`config.mk`:
```
export PLATFORM = sky130hd
export DESIGN_NAME = ctx_loader
export DESIGN_NICKNAME = d
export VERILOG_FILES = /design/src/rtl/ctxl_pkg.sv /design/src/rtl/ctxl_regs.sv /design/src/rtl/ctxl_fetch.sv /design/src/rtl/ctxl_seq.sv /design/src/rtl/ctx_loader.sv
export SDC_FILE = /design/constraint.sdc
export NUM_CORES = 1
export LEC_CHECK = 0
export BUFFER_PORTS_ARGS = -buffer_cell sky130_fd_sc_hd__clkbuf_2
export CAP_MARGIN = 40
export CELL_PAD_IN_SITES_DETAIL_PLACEMENT = 1
export CELL_PAD_IN_SITES_GLOBAL_PLACEMENT = 1
export CORE_MARGIN = 1
export CORE_UTILIZATION = 51
export DETAILED_ROUTE_END_ITERATION = 10
export PLACE_DENSITY_LB_ADDON = 0.25
export SYNTH_ARGS = -nofsm -noshare
export SYNTH_HDL_FRONTEND = slang
export SYNTH_SLANG_ARGS = --single-unit
```
`constraint.sdc`:
```
create_clock -name clk -period 8 [get_ports clk]
set_clock_uncertainty 0.1 [all_clocks]
set_input_delay 0.4 -clock clk [delete_from_list [all_inputs] [get_ports clk]]
set_output_delay 0.4 -clock clk [all_outputs]
set_load 0.01 [all_outputs]
```
`src/rtl/ctxl_pkg.sv`:
```
package ctxl_pkg;
   typedef enum logic [1:0] {RG_DB = 2'd0, RG_HP = 2'd1, RG_LP = 2'd2} region_e;
   typedef enum logic [1:0] {FE_NONE = 2'd0, FE_READ = 2'd1, FE_BUS = 2'd2} ferr_e;

   localparam int EV_N      = 7;
   localparam int EV_RDERR  = 0;
   localparam int EV_DBDONE = 1;
   localparam int EV_HPDONE = 2;
   localparam int EV_LPDONE = 3;
   localparam int EV_DBPEND = 4;
   localparam int EV_SBPEND = 5;
   localparam int EV_BUSERR = 6;

   localparam int IE_LSB    = 2;
   localparam int STS_LSB   = 16;
   localparam int LPC_LSB   = 16;

   localparam int OFS_CTRL  = 'h00;
   localparam int OFS_DBB   = 'h10;
   localparam int OFS_DBC   = 'h14;
   localparam int OFS_SBB   = 'h18;
   localparam int OFS_SBC   = 'h1C;
   localparam int OFS_ERRA  = 'h20;

   localparam int ENTRY_BYTES = 8;
   localparam int WORD_BYTES  = 4;
endpackage

```
`src/rtl/ctxl_regs.sv`:
```
module ctxl_regs
   import ctxl_pkg::*;
#(
   parameter int AW      = 32,
   parameter int CW      = 16,
   parameter int RAW     = 8,
   parameter bit IRQ_REG = 1'b1
) (
   input  logic             clk,
   input  logic             rst_n,
   input  logic             cfg_wr,
   input  logic [RAW-1:0]   cfg_addr,
   input  logic [31:0]      cfg_wdata,
   output logic [31:0]      cfg_rdata,
   input  logic             run_end,
   input  logic [EV_N-1:0]  ev_set,
   input  logic             err_valid,
   input  logic [AW-1:0]    err_addr,
   output logic             go,
   output logic             en,
   output logic [AW-1:0]    db_base,
   output logic [CW-1:0]    db_cnt,
   output logic [AW-1:0]    sb_base,
   output logic [CW-1:0]    hp_cnt,
   output logic [CW-1:0]    lp_cnt,
   output logic             irq
);
   logic            en_q, arb_q;
   logic [EV_N-1:0] ie_q, sts_q, w1c;
   logic [AW-1:0]   dbb_q, sbb_q, erra_q;
   logic [CW-1:0]   dbc_q, hpc_q, lpc_q;
   logic            wr_ctrl, irq_raw;
   logic            unused_wdata;

   assign unused_wdata = ^cfg_wdata;
   assign wr_ctrl = cfg_wr && (cfg_addr == RAW'(OFS_CTRL));
   assign go      = wr_ctrl && cfg_wdata[0] && !en_q;
   assign w1c     = wr_ctrl ? cfg_wdata[STS_LSB +: EV_N] : '0;

   always_ff @(posedge clk or negedge rst_n) begin
      if (!rst_n) begin
         en_q   <= 1'b0;
         arb_q  <= 1'b0;
         ie_q   <= '0;
         sts_q  <= '0;
         dbb_q  <= '0;
         sbb_q  <= '0;
         erra_q <= '0;
         dbc_q  <= '0;
         hpc_q  <= '0;
         lpc_q  <= '0;
      end else begin
         if (go)           en_q <= 1'b1;
         else if (run_end) en_q <= 1'b0;
         if (wr_ctrl) begin
            arb_q <= cfg_wdata[1];
            ie_q  <= cfg_wdata[IE_LSB +: EV_N];
         end
         sts_q <= (sts_q & ~w1c) | ev_set;
         if (cfg_wr && cfg_addr == RAW'(OFS_DBB)) dbb_q <= cfg_wdata[AW-1:0];
         if (cfg_wr && cfg_addr == RAW'(OFS_DBC)) dbc_q <= cfg_wdata[CW-1:0];
         if (cfg_wr && cfg_addr == RAW'(OFS_SBB)) sbb_q <= cfg_wdata[AW-1:0];
         if (cfg_wr && cfg_addr == RAW'(OFS_SBC)) begin
            hpc_q <= cfg_wdata[CW-1:0];
            lpc_q <= cfg_wdata[LPC_LSB +: CW];
         end
         if (err_valid) erra_q <= err_addr;
      end
   end

   always_comb begin
      cfg_rdata = '0;
      case (cfg_addr)
         RAW'(OFS_CTRL): begin
            cfg_rdata[0]                 = en_q;
            cfg_rdata[1]                 = arb_q;
            cfg_rdata[IE_LSB +: EV_N]    = ie_q;
            cfg_rdata[STS_LSB +: EV_N]   = sts_q;
         end
         RAW'(OFS_DBB):  cfg_rdata[AW-1:0] = dbb_q;
         RAW'(OFS_DBC):  cfg_rdata[CW-1:0] = dbc_q;
         RAW'(OFS_SBB):  cfg_rdata[AW-1:0] = sbb_q;
         RAW'(OFS_SBC): begin
            cfg_rdata[CW-1:0]         = hpc_q;
            cfg_rdata[LPC_LSB +: CW]  = lpc_q;
         end
         RAW'(OFS_ERRA): cfg_rdata[AW-1:0] = erra_q;
         default:        cfg_rdata = '0;
      endcase
   end

   assign irq_raw = |(sts_q & ie_q);

   generate
      if (IRQ_REG) begin : g_irq_ff
         logic irq_q;
         always_ff @(posedge clk or negedge rst_n) begin
            if (!rst_n) irq_q <= 1'b0;
            else        irq_q <= irq_raw;
         end
         assign irq = irq_q;
      end else begin : g_irq_comb
         assign irq = irq_raw;
      end
   endgenerate

   assign en      = en_q;
   assign db_base = dbb_q;
   assign db_cnt  = dbc_q;
   assign sb_base = sbb_q;
   assign hp_cnt  = hpc_q;
   assign lp_cnt  = lpc_q;

   // a write-one-to-clear removes the read-error flag unless it is set again
   a_r8_w1c_clears: assert property (@(posedge clk) disable iff (!rst_n)
      (wr_ctrl && cfg_wdata[STS_LSB + EV_RDERR] && !ev_set[EV_RDERR]) |=> !sts_q[EV_RDERR]);
endmodule

```
`src/rtl/ctxl_fetch.sv`:
```
module ctxl_fetch
   import ctxl_pkg::*;
#(
   parameter int AW = 32
) (
   input  logic          clk,
   input  logic          rst_n,
   input  logic          start,
   input  logic [AW-1:0] start_addr,
   output logic          mem_req,
   output logic [AW-1:0] mem_addr,
   input  logic          mem_rvalid,
   input  logic [31:0]   mem_rdata,
   input  logic          mem_rerr,
   input  logic          mem_berr,
   output logic          ent_valid,
   output logic [31:0]   ent_val,
   output logic [31:0]   ent_ofs,
   output ferr_e         err,
   output logic [AW-1:0] err_addr
);
   typedef enum logic [1:0] {F_IDLE, F_VAL, F_OFS} fst_e;

   fst_e          st_q;
   logic [AW-1:0] a_q;
   logic [31:0]   v_q;
   logic          bad;

   assign bad = mem_rerr || mem_berr;

   always_ff @(posedge clk or negedge rst_n) begin
      if (!rst_n) begin
         st_q <= F_IDLE;
         a_q  <= '0;
         v_q  <= '0;
      end else begin
         case (st_q)
            F_IDLE: if (start) begin
               a_q  <= start_addr;
               st_q <= F_VAL;
            end
            F_VAL: if (mem_rvalid) begin
               if (bad) st_q <= F_IDLE;
               else begin
                  v_q  <= mem_rdata;
                  a_q  <= a_q + AW'(WORD_BYTES);
                  st_q <= F_OFS;
               end
            end
            F_OFS: if (mem_rvalid) st_q <= F_IDLE;
            default: st_q <= F_IDLE;
         endcase
      end
   end

   assign mem_req   = (st_q != F_IDLE);
   assign mem_addr  = a_q;
   assign ent_valid = (st_q == F_OFS) && mem_rvalid && !bad;
   assign ent_val   = v_q;
   assign ent_ofs   = mem_rdata;
   assign err_addr  = a_q;

   always_comb begin
      err = FE_NONE;
      if (mem_req && mem_rvalid) begin
         if (mem_rerr)      err = FE_READ;
         else if (mem_berr) err = FE_BUS;
      end
   end

   // an unanswered read keeps its request and address
   a_r2_req_hold: assert property (@(posedge clk) disable iff (!rst_n)
      (mem_req && !mem_rvalid) |=> (mem_req && $stable(mem_addr)));
endmodule

```
`src/rtl/ctxl_seq.sv`:
```
module ctxl_seq
   import ctxl_pkg::*;
#(
   parameter int AW = 32,
   parameter int CW = 16
) (
   input  logic          clk,
   input  logic          rst_n,
   input  logic          go,
   input  logic [AW-1:0] db_base,
   input  logic [CW-1:0] db_cnt,
   input  logic [AW-1:0] sb_base,
   input  logic [CW-1:0] hp_cnt,
   input  logic [CW-1:0] lp_cnt,
   output logic          f_start,
   output logic [AW-1:0] f_addr,
   input  logic          f_valid,
   input  logic [31:0]   f_val,
   input  logic [31:0]   f_ofs,
   input  ferr_e         f_err,
   output logic          wr_valid,
   output logic [31:0]   wr_addr,
   output logic [31:0]   wr_data,
   input  logic          wr_ready,
   output logic [2:0]    done_ev,
   output logic          rd_err_ev,
   output logic          bus_err_ev,
   output logic          run_end
);
   typedef enum logic [1:0] {S_IDLE, S_SEL, S_WAIT, S_WRITE} sst_e;

   localparam int SHIFT = $clog2(ENTRY_BYTES);

   sst_e          st_q;
   region_e       rg_q;
   logic [CW-1:0] rem_q, hp_q, lp_q;
   logic [AW-1:0] addr_q, sbb_q, lp_start;
   logic [31:0]   val_q, ofs_q;
   logic          empty;

   assign empty    = (rem_q == '0);
   assign lp_start = sbb_q + (AW'(hp_q) << SHIFT);

   always_ff @(posedge clk or negedge rst_n) begin
      if (!rst_n) begin
         st_q   <= S_IDLE;
         rg_q   <= RG_DB;
         rem_q  <= '0;
         hp_q   <= '0;
         lp_q   <= '0;
         addr_q <= '0;
         sbb_q  <= '0;
         val_q  <= '0;
         ofs_q  <= '0;
      end else begin
         case (st_q)
            S_IDLE: if (go) begin
               rg_q   <= RG_DB;
               rem_q  <= db_cnt;
               addr_q <= db_base;
               sbb_q  <= sb_base;
               hp_q   <= hp_cnt;
               lp_q   <= lp_cnt;
               st_q   <= S_SEL;
            end
            S_SEL: begin
               if (empty) begin
                  case (rg_q)
                     RG_DB: begin
                        rg_q   <= RG_HP;
                        rem_q  <= hp_q;
                        addr_q <= sbb_q;
                     end
                     RG_HP: begin
                        rg_q   <= RG_LP;
                        rem_q  <= lp_q;
                        addr_q <= lp_start;
                     end
                     default: st_q <= S_IDLE;
                  endcase
               end else begin
                  st_q <= S_WAIT;
               end
            end
            S_WAIT: begin
               if (f_valid) begin
                  val_q <= f_val;
                  ofs_q <= f_ofs;
                  st_q  <= S_WRITE;
               end else if (f_err != FE_NONE) begin
                  st_q <= S_IDLE;
               end
            end
            S_WRITE: if (wr_ready) begin
               rem_q  <= rem_q - CW'(1);
               addr_q <= addr_q + AW'(ENTRY_BYTES);
               st_q   <= S_SEL;
            end
            default: st_q <= S_IDLE;
         endcase
      end
   end

   assign f_start    = (st_q == S_SEL) && !empty;
   assign f_addr     = addr_q;
   assign wr_valid   = (st_q == S_WRITE);
   assign wr_addr    = ofs_q;
   assign wr_data    = val_q;
   assign rd_err_ev  = (st_q == S_WAIT) && (f_err == FE_READ);
   assign bus_err_ev = (st_q == S_WAIT) && (f_err == FE_BUS);
   assign run_end    = ((st_q == S_SEL) && empty && (rg_q == RG_LP)) ||
                       ((st_q == S_WAIT) && !f_valid && (f_err != FE_NONE));

   always_comb begin
      done_ev = '0;
      if ((st_q == S_WRITE) && wr_ready && (rem_q == CW'(1)))
         done_ev[int'(rg_q)] = 1'b1;
   end

   // a pending register write stays put until accepted
   a_r10_wr_hold: assert property (@(posedge clk) disable iff (!rst_n)
      (wr_valid && !wr_ready) |=> (wr_valid && $stable(wr_addr) && $stable(wr_data)));
endmodule

```
`src/rtl/ctx_loader.sv`:
```
module ctx_loader
   import ctxl_pkg::*;
#(
   parameter int AW      = 32,
   parameter int CW      = 16,
   parameter int RAW     = 8,
   parameter bit IRQ_REG = 1'b1
) (
   input  logic           clk,
   input  logic           rst_n,
   input  logic           cfg_wr,
   input  logic [RAW-1:0] cfg_addr,
   input  logic [31:0]    cfg_wdata,
   output logic [31:0]    cfg_rdata,
   output logic           mem_req,
   output logic [AW-1:0]  mem_addr,
   input  logic           mem_rvalid,
   input  logic [31:0]    mem_rdata,
   input  logic           mem_rerr,
   input  logic           mem_berr,
   output logic           wr_valid,
   output logic [31:0]    wr_addr,
   output logic [31:0]    wr_data,
   input  logic           wr_ready,
   input  logic           evt_db_pend,
   input  logic           evt_sb_pend,
   output logic           irq
);
   generate
      if (AW > 32 || AW < 8) begin : g_bad_aw
         $error("ctx_loader: AW must lie in 8..32");
      end
      if (CW > 16 || CW < 1) begin : g_bad_cw
         $error("ctx_loader: CW must lie in 1..16");
      end
      if (RAW < 6) begin : g_bad_raw
         $error("ctx_loader: RAW must reach offset 0x20");
      end
   endgenerate

   logic            go, en, run_end;
   logic [AW-1:0]   db_base, sb_base, f_addr, err_addr;
   logic [CW-1:0]   db_cnt, hp_cnt, lp_cnt;
   logic            f_start, f_valid;
   logic [31:0]     f_val, f_ofs;
   ferr_e           f_err;
   logic [2:0]      done_ev;
   logic            rd_err_ev, bus_err_ev;
   logic [EV_N-1:0] ev_set;

   always_comb begin
      ev_set            = '0;
      ev_set[EV_RDERR]  = rd_err_ev;
      ev_set[EV_DBDONE] = done_ev[0];
      ev_set[EV_HPDONE] = done_ev[1];
      ev_set[EV_LPDONE] = done_ev[2];
      ev_set[EV_DBPEND] = evt_db_pend;
      ev_set[EV_SBPEND] = evt_sb_pend;
      ev_set[EV_BUSERR] = bus_err_ev;
   end

   ctxl_regs #(.AW(AW), .CW(CW), .RAW(RAW), .IRQ_REG(IRQ_REG)) u_regs (
      .clk(clk), .rst_n(rst_n),
      .cfg_wr(cfg_wr), .cfg_addr(cfg_addr), .cfg_wdata(cfg_wdata), .cfg_rdata(cfg_rdata),
      .run_end(run_end), .ev_set(ev_set),
      .err_valid(rd_err_ev || bus_err_ev), .err_addr(err_addr),
      .go(go), .en(en),
      .db_base(db_base), .db_cnt(db_cnt), .sb_base(sb_base),
      .hp_cnt(hp_cnt), .lp_cnt(lp_cnt), .irq(irq)
   );

   ctxl_seq #(.AW(AW), .CW(CW)) u_seq (
      .clk(clk), .rst_n(rst_n), .go(go),
      .db_base(db_base), .db_cnt(db_cnt), .sb_base(sb_base),
      .hp_cnt(hp_cnt), .lp_cnt(lp_cnt),
      .f_start(f_start), .f_addr(f_addr), .f_valid(f_valid),
      .f_val(f_val), .f_ofs(f_ofs), .f_err(f_err),
      .wr_valid(wr_valid), .wr_addr(wr_addr), .wr_data(wr_data), .wr_ready(wr_ready),
      .done_ev(done_ev), .rd_err_ev(rd_err_ev), .bus_err_ev(bus_err_ev),
      .run_end(run_end)
   );

   ctxl_fetch #(.AW(AW)) u_fetch (
      .clk(clk), .rst_n(rst_n), .start(f_start), .start_addr(f_addr),
      .mem_req(mem_req), .mem_addr(mem_addr), .mem_rvalid(mem_rvalid),
      .mem_rdata(mem_rdata), .mem_rerr(mem_rerr), .mem_berr(mem_berr),
      .ent_valid(f_valid), .ent_val(f_val), .ent_ofs(f_ofs),
      .err(f_err), .err_addr(err_addr)
   );

   // no memory or register traffic outside a run
   a_r1_quiet_idle: assert property (@(posedge clk) disable iff (!rst_n)
      !en |-> (!mem_req && !wr_valid));

   // an error response stops all traffic in the next cycle
   a_r6_abort_stop: assert property (@(posedge clk) disable iff (!rst_n)
      (rd_err_ev || bus_err_ev) |=> (!wr_valid && !mem_req && !en));
endmodule

```
==> impl_metrics.toml, run 1 <==
[outcome]
status = "finished, final reports clean"

[logic_synthesis]
synth.top_cells.by_count = "dfrtp_1 (407), mux2_2 (340), nand2_1 (171)"
yosysMostFrequentCell = "dfrtp_1"
yosys-top-cells-area = "dfrtp_1 (51%), mux2_2 (19%), nand2_1 (3.2%)"
ys_ff_latch = 407
synth_cells = 1777
ys_seq_area_frac = 0.5097
ys.flop_type = "dfrtp_1"
ys_async_sr_fraction = 1.000
synthesis.area_mm2 = 0.01998
post-synth-top-area-cell = "dfrtp_1"
avgSynthCellArea_um2 = 11.24
synth_fp_nets = 1884
yosys_warnings = 0
synth-edff-count = 0
synth_top_cell_area_share = 0.5097
yosysUniqueCellTypes = 70

[critical_path]
critPathRequiredTime_ns = 8.40
path_cells = "inv_1, ha_1, or3b_2, nor2_1, nand4b_1, a21o_2, buf_4, nor2_1, a22oi_1, o2bb2ai_1"
worstSetupStartpointType = "flop"
critPathMaxStageDelay_ns = 0.61
path_class = "reg -> reg"
critPathBufInv = 2
cp_max_fo = 68
cp_slowest_cell = "nor2_1"
cp_common_cell = "nor2_1"
end_kind = "flop"
cp.arrival_ns = 4.41
crit_family = "simple AND/OR/NAND/NOR gates"

[timing]
rsz0062_at_grt = "false"
fin_tns_setup_ns = 0
post-route-period-util = 0.5012
hold_viol_final = 0
worst_pin_slew_ns = 1.067
slew_viol_final = 0
max_freq_ghz = 0.2494
relSlewSlack = 0.2887
finalSetupViolCount = 0
period_needed_ns = 4.010

[floorplan]
row_count = 72
die_x_um = 199.9
io_pins = 212
die_y_um = 199.9
initial_core_util = 0.5170
core_mm2 = 0.03865
dieArea_mm2 = 0.03998

[placed_design]
dpl_cell_area_mm2 = 0.02169
io_buffer_count = 211
finalWeightedCongestion = 0.9084
dp_hpwl_mm = 48.71
place_inst = 2431

[layout]
insertedDiodeCount = 0
drive_above_1_share = 0.3371
area_growth_pct = 17.95
finish.utilization = 0.6098
final_nets = 2109
fin_area_mm2 = 0.02357
fin_cells = 2553

[clock_tree]
cts_num_sinks = 407
clk_pin_slew_ns = 0.07
root_buffer = "clkbuf_16"
htree_levels = 2
postCtsSetupRepairBufs = 0
numCtsBuffers = 45
cts_buffer_depth = 3
cts-resized-gates = 0
cts_tree = "built"
clk_latency_ns = 0.62

[route]
drc = 0
drt_pre_antenna_iters = 6
ant_nets = 0
wl_per_cell_um = 30.80
drt_iter0_drc = 1524
vias_per_cell = 6.669
dr_total_vias = 17025
drt_wl_total_mm = 78.64

[global_route]
grt_pass1_vias = 18261
antenna_found_initial = 2
grt_pass1_wl_mm = 118.1
grtUsageTotal = 0.4023
grt_max_degree = 139
grt-ovfl-total = 0

[pwr]
ir_worst_vdd_v = 0.0001915
powerDensity_mw_per_mm2 = 303.0
power.total_uw = 7141
power.leakage_uw = 0.01120

[job]
drv_cap = 0

[min_path]
holdCritPathClass = "in -> reg"
what timing repair did:
item | in CTS | in global routing
hold buffers | 42 | 0
endpoints found under the hold margin | 204 | 0
setup endpoints to repair | 0 | 0
worst paths after layout:
kind / endpoint / slack, ns / from / cells past startpoint
max reg2reg: u_seq.f_addr[23] / 3.99 / u_seq.rem_q[0] / 10
min in group asynchronous: u_seq.hp_q[13] / 0.41 / rst_n / 2
max in group asynchronous: u_seq.rem_q[9] / 5.88 / rst_n / 4
min reg2reg: u_regs.erra_q[12] / 0.41 / u_regs.erra_q[12] / 1
max: u_seq.f_addr[23] / 3.99 / u_seq.rem_q[0] / 10
min: u_regs.lp_cnt[7] / 0.009 / cfg_wdata[23] / 2
placed cells by master (no fill, tap or decap), types with 24 or more instances in the layout:
| cell | count |
|---|---|
| a22oi_1 | 27 |
| nor3_1 | 24 |
| nand2_1 | 170 |
| nand3_1 | 35 |
| clkbuf_2 | 210 |
| a21oi_1 | 99 |
| dfrtp_1 | 407 |
| o21ai_0 | 87 |
| mux2_2 | 340 |
| ha_1 | 25 |
| dlygate4sd3_1 | 42 |
| o22ai_1 | 25 |
| nor2_1 | 99 |
| clkbuf_16 | 45 |
| a221o_1 | 33 |
flip-flops by register name, summed over array words and instances (netlist names), 7 cells and up:
register,count
u_seq.lp_q,16
u_regs.erra_q,32
u_regs.db_base,32
u_regs.sb_base,32
u_fetch.err_addr,32
u_seq.f_addr,32
u_seq.sbb_q,32
u_regs.sts_q,7
u_regs.hp_cnt,16
u_fetch.ent_val,32
u_regs.lp_cnt,16
u_seq.rem_q,16
u_seq.wr_addr,32
u_seq.hp_q,16
u_regs.ie_q,7
u_regs.db_cnt,16
u_seq.wr_data,32
cell type report:
cell class | count | area (µm²)
timing repair buffer | 286 | 1858
clock inverter | 23 | 209.0
multi-input combinational | 1238 | 9328
clock buffer | 57 | 1251
tap | 518 | 648.1
sequential | 407 | 10180
fill | 3971 | 15080
inverter | 24 | 90.09
logic make-up after synthesis:
kind of cell               Yosys count  synth area share
muxes                              359            0.2011
AOI/OAI and AO/OA                  392            0.1317
and+or+nand+nor                    430            0.1002
xor gates and xnor gates            31           0.01359
adders and majority gates           26           0.01666
DFF                                407            0.5097
buffers and inverters              132           0.02699
layer usage:
metal	track usage	wire (µm)
met1	0.4919	29780
met2	0.6449	37030
met3	0.09795	6686
met4	0.2423	5058
met5	0.01481	91
stage by stage:
step	setup slack, ns	hold WS, ns
2_1_floorplan	5.309	0.004409
3_3_place_gp	3.992	0.3828
3_5_place_dp	4.052	0.3900
4_1_cts	4.226	0.0007946
5_1_grt	3.933	0.009121
6_report	3.990	0.008678
power by group:
part | switching [µW] | total, µW | internal [µW]
logic | 1260 | 2000 | 737
clock network | 967 | 2140 | 1180
registers | 537 | 3000 | 2460
(Power assumes the default switching activity.)
==> run 2: changes to the inputs <==
--- a/config.mk
+++ b/config.mk
@@ -10,7 +10,7 @@
 export CELL_PAD_IN_SITES_DETAIL_PLACEMENT = 1
 export CELL_PAD_IN_SITES_GLOBAL_PLACEMENT = 1
 export CORE_MARGIN = 1
-export CORE_UTILIZATION = 51
+export CORE_UTILIZATION = 43
 export DETAILED_ROUTE_END_ITERATION = 10
 export PLACE_DENSITY_LB_ADDON = 0.25
 export SYNTH_ARGS = -nofsm -noshare
==> constraint.sdc (replaced) <==
create_clock -name clk -period 3.4 [get_ports clk]
set_clock_uncertainty 0.1 [all_clocks]
set_input_delay 0.17 -clock clk [delete_from_list [all_inputs] [get_ports clk]]
set_output_delay 0.17 -clock clk [all_outputs]
set_load 0.01 [all_outputs]
==> run 2 against run 1 <==
Non-clock buffer count up 63. Hold slack improved by 0.11 ns. Critical path depth is 1 lower. Routed wire length decreased by 5.8%. Die area grew 18%. Global-route usage shrank 8.3 points. Clock-buffer cell count grew 10. Cell count rose by 6.0%. Sequential share of layout area shrank 1.6 points. Via count down 4.1%. Flip-flop and latch count stayed put. Critical endpoint is now cfg_rdata[20]. Highest routed layer unchanged.
==> impl_metrics.toml, run 2 (same netlist as run 1, synthesis figures left out) <==
[outcome]
status = "finished, final reports clean"

[global_route]
grt_max_degree = 94
antenna_found_initial = 2
gr-max-usage-layer = "met2"
grt_util_met2 = 0.5277
grt_util_met3 = 0.06248
grt_pass1_vias = 17747
use_met1 = 0.4094
grt_pass1_wl_mm = 113.4
grtUsageTotal = 0.3191
grt-ovfl-total = 0

[clock_tree]
cts_tree = "built"
clk_pin_slew_ns = 0.06
clk_latency_ns = 0.58
postCtsSetupRepairBufs = 0
root_buffer = "clkbuf_16"
numCtsBuffers = 47
cts_num_sinks = 407
cts_buffer_depth = 3
htree_levels = 2

[route]
ant_nets = 0
drt_wl_total_mm = 74.06
drc = 0
drt_iter0_drc = 1350
vias_per_cell = 6.033
dr_total_vias = 16324
wl_per_cell_um = 27.37
drt_pre_antenna_iters = 5

[placed_design]
io_buffer_count = 211
dp_hpwl_mm = 50.63
place_inst = 2543
finalWeightedCongestion = 0.8964
dp_slack_ns = 0.2850

[timing]
hold_viol_final = 0
fin_ws_ns = 0.05114
rsz0062_at_grt = "false"
worst_pin_slew_ns = 0.8740
whs_ns = 0.1182
max_freq_ghz = 0.2986
slew_viol_final = 0
post-route-period-util = 0.9850
relSlewSlack = 0.4173
period_needed_ns = 3.349
finalSetupViolCount = 0
fin_tns_setup_ns = 0

[critical_path]
worstSetupStartpointType = "primary input"
critPathMaxStageDelay_ns = 0.76
end_kind = "output pin"
r2r-end = "u_seq.rem_q[7]"
reg2reg_depth = 9
cp.arrival_ns = 3.08
cp.depth = 9
path_class = "in -> out"
critPathRequiredTime_ns = 3.13
r2r_start = "u_seq.rem_q[0]"
rrSetupSlack_ns = 0.20
cp_max_fo = 37
crit_family = "buffers and inverters"
cp_slowest_cell = "a222oi_1"
path_cells = "dlygate4sd3_1, clkbuf_2, buf_4, nor2_1, nor4bb_4, buf_4, a222oi_1, nand2_1, clkbuf_2"
critPathBufInv = 5

[min_path]
holdCritPathClass = "in -> reg"
min_to = "u_regs.sts_q[1]"
hp-start = "wr_ready"
holdPathStages = 4

[floorplan]
row_count = 78
die_x_um = 217.6
core_mm2 = 0.04558
die_y_um = 217.6
initial_core_util = 0.4384
dieArea_mm2 = 0.04733
io_pins = 212

[layout]
final_common_cell = "dfrtp_1"
layout_common_cells = "dfrtp_1 (407), mux2_2 (340), clkbuf_2 (210)"
regArea_mm2 = 0.01018
drive_above_1_share = 0.3428
insertedDiodeCount = 0
final_nets = 2174
area_growth_pct = 22.38
fillerInstances = 4795
fin_cells = 2706
multi_input_area_mm2 = 0.009328

[pwr]
ir_worst_vdd_v = 0.0004329
power.total_uw = 17200
power.leakage_uw = 0.01161
powerDensity_mw_per_mm2 = 703.6

[job]
drv_cap = 0
==> run 2: cell count changes in the layout (fill, tap and decap cells not counted) <==
| cell | delta |
|---|---|
| buf_12 | +5 |
| clkinv_2 | -2 |
| buf_16 | -3 |
| buf_8 | -2 |
| clkbuf_1 | +2 |
| clkbuf_8 | +5 |
| buf_4 | +31 |
| bufinv_16 | +5 |
| clkinv_8 | -1 |
| clkinv_4 | -2 |
| clkinvlp_4 | -2 |
| dlygate4sd3_1 | +33 |
| buf_6 | -1 |
| clkbuf_16 | +3 |
==> run 2: what timing repair did <==
action                    in CTS  in global routing
resized for setup              0                  0
hold endpoints to repair     281                  0
hold buffers                  75                  0
==> run 2: area by class of cell <==
class                           count  area share
Timing Repair Buffer              349     0.09804
Clock inverter                     21     0.01228
Sequential cell                   407      0.4165
Multi-Input combinational cell   1238      0.3814
Clock buffer                       67     0.05736
Inverter                           24    0.003684
Tap cell                          600     0.03070
==> run 2: per-stage QoR <==
step | utilization | area, µm²
finish | 0.5365 | 24450
global route | 0.5365 | 24450
CTS | 0.5365 | 24450
detailed placement | 0.4827 | 22000
global placement | 0.4819 | 21960
floorplan | - | 19980
==> run 2: worst max path at each step <==
stage	from	endpoint	slack, ns
after global routing	cfg_addr[3]	cfg_rdata[20]	0.03
final	cfg_addr[3]	cfg_rdata[20]	0.05
after floorplan	u_seq.rem_q[0]	u_seq.rem_q[2]	0.72
after global placement	u_seq.rem_q[0]	u_seq.rem_q[8]	0.39
after CTS	u_seq.rem_q[0]	u_seq.rem_q[7]	0.25
after detailed placement	u_seq.rem_q[0]	u_seq.rem_q[11]	0.29
==> run 2: report_power, final <==
part           switching, µW  internal [µW]
logic                   2790           1890
clock network           2140           3400
registers               1180           5800
==> run 2: per-layer routing <==
| metal | vias to the layer above | share of wire |
|---|---|---|
| met5 | - | 0.00036 |
| met4 | 4 | 0.041 |
| met3 | 145 | 0.061 |
| met2 | 559 | 0.49 |
| met1 | 8476 | 0.41 |
| li1 | 7140 | - |
==> run 2: worst reg2reg max path, cell delays in order, from the launching register on <==
cell and delay, ns:
dfrtp_1 0.40, inv_1 0.11, ha_1 0.20, or3b_2 0.50, nor2_1 0.22, nand4b_1 0.31, a21o_2 0.51, buf_12 0.30
o21ai_0 0.28, a221o_1 0.20
